**src/rtl/line_fmt_pkg.sv**
```systemverilog
package line_fmt_pkg;

  localparam int unsigned PackW = 3;

  typedef enum logic [PackW-1:0] {
    PACK_422   = 3'd0,
    PACK_411   = 3'd1,
    PACK_420   = 3'd2,
    PACK_410   = 3'd3,
    PACK_YONLY = 3'd4
  } pack_e;

  // reserved codes fall back to 4:2:2
  function automatic pack_e clean_pack(logic [PackW-1:0] sel);
    pack_e res;
    case (sel)
      3'd1:    res = PACK_411;
      3'd2:    res = PACK_420;
      3'd3:    res = PACK_410;
      3'd4:    res = PACK_YONLY;
      default: res = PACK_422;
    endcase
    return res;
  endfunction

endpackage

```
**src/rtl/lfs_cfg_latch.sv**
```systemverilog
module lfs_cfg_latch
  import line_fmt_pkg::*;
#(
  parameter int unsigned CadW = 2
) (
  input  logic            clk_i,
  input  logic            rst_ni,
  input  logic            sof_i,
  input  logic [CadW-1:0] cadence_i,
  input  logic            keep_lead_i,
  input  logic [PackW-1:0] pack_sel_i,
  output logic [CadW-1:0] cadence_o,
  output logic            keep_lead_o,
  output pack_e           pack_o
);

  always_ff @(posedge clk_i or negedge rst_ni) begin
    if (!rst_ni) begin
      cadence_o   <= '0;
      keep_lead_o <= 1'b1;
      pack_o      <= PACK_422;
    end else if (sof_i) begin
      cadence_o   <= cadence_i;
      keep_lead_o <= keep_lead_i;
      pack_o      <= clean_pack(pack_sel_i);
    end
  end

endmodule

```
**src/rtl/lfs_cadence_ctr.sv**
```systemverilog
module lfs_cadence_ctr #(
  parameter int unsigned CadW = 2
) (
  input  logic            clk_i,
  input  logic            rst_ni,
  input  logic            sof_i,
  input  logic            eol_i,
  input  logic [CadW-1:0] cadence_i,
  output logic            at_yc_o,
  output logic            seen_yc_o
);

  logic [CadW-1:0] pos_q;

  assign at_yc_o = (pos_q == cadence_i);

  always_ff @(posedge clk_i or negedge rst_ni) begin
    if (!rst_ni) begin
      pos_q     <= '0;
      seen_yc_o <= 1'b0;
    end else if (sof_i) begin
      pos_q     <= '0;
      seen_yc_o <= 1'b0;
    end else if (eol_i) begin
      if (at_yc_o) begin
        pos_q     <= '0;
        seen_yc_o <= 1'b1;
      end else begin
        pos_q <= pos_q + 1'b1;
      end
    end
  end

endmodule

```
**src/rtl/lfs_line_class.sv**
```systemverilog
module lfs_line_class
  import line_fmt_pkg::*;
(
  input  pack_e pack_i,
  input  logic  keep_lead_i,
  input  logic  at_yc_i,
  input  logic  seen_yc_i,
  output logic  line_yc_o,
  output logic  line_drop_o
);

  logic yonly;

  assign yonly       = (pack_i == PACK_YONLY);
  assign line_yc_o   = !yonly && at_yc_i;
  // leading luma-only lines of a field, only when a Y/C line will follow
  assign line_drop_o = !yonly && !keep_lead_i && !seen_yc_i && !at_yc_i;

endmodule

```
**src/rtl/line_fmt_seq.sv**
```systemverilog
module line_fmt_seq
  import line_fmt_pkg::*;
#(
  parameter int unsigned CadW = 2
) (
  input  logic            clk_i,
  input  logic            rst_ni,
  input  logic            sof_i,
  input  logic            eol_i,
  input  logic [CadW-1:0] cadence_i,
  input  logic            keep_lead_i,
  input  logic [2:0]      pack_sel_i,
  output logic            line_yc_o,
  output logic            line_drop_o,
  output logic [2:0]      pack_mode_o
);

  logic [CadW-1:0] cad_q;
  logic            keep_q;
  pack_e           pack_q;
  logic            at_yc, seen_yc;

  lfs_cfg_latch #(.CadW(CadW)) i_cfg (
    .clk_i       (clk_i),
    .rst_ni      (rst_ni),
    .sof_i       (sof_i),
    .cadence_i   (cadence_i),
    .keep_lead_i (keep_lead_i),
    .pack_sel_i  (pack_sel_i),
    .cadence_o   (cad_q),
    .keep_lead_o (keep_q),
    .pack_o      (pack_q)
  );

  lfs_cadence_ctr #(.CadW(CadW)) i_ctr (
    .clk_i     (clk_i),
    .rst_ni    (rst_ni),
    .sof_i     (sof_i),
    .eol_i     (eol_i),
    .cadence_i (cad_q),
    .at_yc_o   (at_yc),
    .seen_yc_o (seen_yc)
  );

  lfs_line_class i_cls (
    .pack_i      (pack_q),
    .keep_lead_i (keep_q),
    .at_yc_i     (at_yc),
    .seen_yc_i   (seen_yc),
    .line_yc_o   (line_yc_o),
    .line_drop_o (line_drop_o)
  );

  assign pack_mode_o = pack_q;

endmodule

```
**config.mk**
```make
export PLATFORM = sky130hd
export DESIGN_NAME = line_fmt_seq
export DESIGN_NICKNAME = d
export VERILOG_FILES = /design/src/rtl/line_fmt_pkg.sv /design/src/rtl/lfs_cfg_latch.sv /design/src/rtl/lfs_cadence_ctr.sv /design/src/rtl/lfs_line_class.sv /design/src/rtl/line_fmt_seq.sv
export SDC_FILE = /design/constraint.sdc
export NUM_CORES = 1
export LEC_CHECK = 0
export ABC_AREA = 1
export BUFFER_PORTS_ARGS = -buffer_cell sky130_fd_sc_hd__buf_2
export CAP_MARGIN = 20
export CORE_MARGIN = 3
export CORE_UTILIZATION = 30
export CTS_CLUSTER_SIZE = 10
export DETAILED_ROUTE_END_ITERATION = 8
export SYNTH_ARGS = -nofsm -noshare
export SYNTH_HDL_FRONTEND = slang
export SYNTH_SLANG_ARGS = --single-unit
```
**constraint.sdc**
```tcl
create_clock -name clk_i -period 0.8 [get_ports clk_i]
set_input_delay 0.04 -clock clk_i [delete_from_list [all_inputs] [get_ports clk_i]]
set_output_delay 0.04 -clock clk_i [all_outputs]
set_load 0.01 [all_outputs]
```
==> impl_metrics.csv <==
group,metric,value,unit
outcome,status,"complete, but fails checks",
outcome,violations,"negative setup slack",
place,place_congestion,0.732,
power,ir_drop,1.17,mV
final_layout,final_cell_mix,"nand2_1 (12), buf_2 (10), buf_4 (9), dfrtp_1 (8), buf_6 (8)",
place,dp_cells,91,
critical_path,crit_start,"i_ctr.pos_q[0]$_DFFE_PN0P_",
clocking,clock_sinks,9,
sta,max_freq,802,MHz
critical_path,worstPathMaxFanout,3,
critical_path,worstSetupPathType,"reg2out",
synthesis,synth_mux_area_frac,0,
critical_path,r2r_slack,-0.37,ns
synthesis,yosysWarnings,0,
sta,finalHoldViolCount,0,
global_route,antenna_found_initial,0,
sta,fin_crit_sh,1.56,
die,die_w,44.8,um
synthesis,synth_fa_ha_area_frac,0,
clocking,cts_max_path_buffers,2,
clocking,tritoncts,"yes",
critical_path,crit_arrival,1.21,ns
global_route,grt_pass1_wl,1900,um
global_route,grt_pass1_vias,467,
place,port_buffers,14,
place,hpwlAfterDp,786,um
synthesis,synth_compound_area_frac,0.136,
sta,min_period,1.25,ns
sta,worst_slack,-0.446,ns
sta,final.setup_skew,0.00237,ns
critical_path,cp.required,0.76,ns
clocking,cts_buffers,3,
final_layout,area_growth,73.1,%
routing,wl_per_cell,10.5,um
synthesis,synthSimpleGateAreaFrac,0.222,
synthesis,syn_nets,65,
synthesis,ys_types,15,
final_layout,nets,101,
power,power_per_cell_area,2210,mW/mm^2
routing,finalWirelength,1100,um
routing,drt_iter0_markers,5,
global_route,grt_max_degree,11,
synthesis,ys_seq_area_frac,0.503,
die,start_util,0.334,
power,p_leak,0.413,nW
sta,slew_violations,0,
sta,slew_headroom,0.839,
synthesis,synth_cells,55,
die,num_rows,13,
final_layout,layout_commonest_cell,"nand2_1",
sta,rsz0062_at_grt,"true",
synthesis,synth-xor-area-share,0.0194,
clocking,clk_pin_slew,0.06,ns
final_layout,drive_above_1_share,0.522,
global_route,grt_overflow,0,
critical_path,r2r_start,"i_ctr.pos_q[0]$_DFFE_PN0P_",
clocking,htreeDepth,1,
clocking,cts_root_buf,"clkbuf_4",
die,core_area,0.00135,sq mm
die,fp.dieH,44.8,um
critical_path,critPathLaunchType,"flop",
power,finalPower,1.72,mW
final_layout,fin_cells,105,
hold_path,hold_class,"in2reg",
clocking,clk_latency,0.26,ns
routing,firstDrtPassIters,4,
die,die-area,0.00200,sq mm
synthesis,syn_area,450,sq um
die,boundaryPins,15,
routing,vias,458,
job,drv_cap,0,
routing,routed_via_density,4.36,
synthesis,postSynthAreaPerCell,8.19,sq um
routing,ant_nets,0,
final_layout,diodes,0,
hold_path,min-delay-start,"pack_sel_i[0]",
critical_path,cp-end-kind,"primary output",
routing,drc,0,
global_route,grt_usage,0.131,
synthesis,synth_top_family_by_area,"simple AND/OR/NAND/NOR gates",
synthesis,ys_ff_latch,9,
sta,setup_violations,9,
sta,worst_slew_pin_slew,0.241,ns
## final timing paths
path                                                       to  cells after the start
worst max-delay path                              line_drop_o                      6
worst min-delay path              i_cfg.pack_o[0]$_DFFE_PN0P_                      3
min in group asynchronous          i_ctr.pos_q[0]$_DFFE_PN0P_                      2
worst min register to register  i_cfg.keep_lead_o$_DFFE_PN1P_                      2
max in group asynchronous       i_cfg.keep_lead_o$_DFFE_PN1P_                      2
worst max register to register     i_ctr.pos_q[1]$_DFFE_PN0P_                      8
## cell families after synthesis
| logic type | after synthesis |
|---|---|
| XOR/XNOR | 1 |
| AND/OR/NAND/NOR | 24 |
| buffers and inverters | 11 |
| flip-flops | 9 |
| AO/OA/AOI/OAI | 10 |
## cells in the mapped netlist
cell | count | share of area
nand2_1 | 17 | 0.14
nor2_1 | 3 | 0.025
xor2_1 | 1 | 0.019
dfstp_2 | 1 | 0.058
or2_4 | 1 | 0.019
inv_6 | 1 | 0.019
o21ai_2 | 3 | 0.058
dfrtp_1 | 8 | 0.44
a21oi_1 | 4 | 0.044
buf_6 | 1 | 0.025
o21ai_0 | 3 | 0.033
nand3_1 | 2 | 0.022
and3_1 | 1 | 0.014
inv_2 | 1 | 0.0083
inv_1 | 8 | 0.067
## critical path, stage by stage (launching register included)
cell and delay (ns):
dfrtp_1 0.40, inv_2 0.06, nand2_1 0.06, nand2_2 0.09, nand2_4 0.06, and3_4 0.16, buf_6 0.11
## routing by layer
| metal | vias up | global-route usage | part of all wire |
|---|---|---|---|
| met3 | 0 | 0.0279 | 0.041 |
| met5 | - | 0 | 0 |
| met4 | 0 | 0.0542 | 0 |
| li1 | 239 | - | - |
| met1 | 211 | 0.155 | 0.43 |
| met2 | 8 | 0.226 | 0.53 |
## what timing repair did
item,in CTS,in global routing
resized for setup,11,9
pin swaps,2,5
gates cloned,0,0
endpoints found under the hold margin,13,0
endpoints found under the setup margin,8,10
buffers inserted,4,2
hold buffers,5,0
## sequential cells by signal (all words and copies together), names as in the netlist
name / cells
i_cfg.pack_o: 3
i_cfg.keep_lead_o: 1
i_cfg.cadence_o: 2
i_ctr.pos_q: 2
i_ctr.seen_yc_o: 1
## through the flow
step / instance area, sq um / setup TNS [ns] / utilization / setup slack, ns / hold slack (ns)
2_1_floorplan: 459 / -0.184 / - / -0.0538 / -0.256
3_3_place_gp: 597 / -0.579 / 0.442 / -0.185 / -0.0899
3_5_place_dp: 597 / -0.695 / 0.442 / -0.206 / -0.0914
4_1_cts: 751 / -2.08 / 0.556 / -0.451 / 0.0534
5_1_grt: 779 / -2.66 / 0.577 / -0.513 / 0.0648
6_report: 779 / -2.12 / 0.577 / -0.446 / 0.0502
## layout make-up
class,instances,area [sq um]
fillers,131,571
well taps,15,18.8
clock buffers,4,26.3
flip-flops and latches,9,226
inverters,10,42.5
repair buffers,32,258
multi-input cells,35,208
## power by group
group	switching (mW)	internal (mW)
Sequential	0.0543	0.534
Clock	0.158	0.192
Combinational	0.356	0.428
Power figures use the tool's default switching activity.
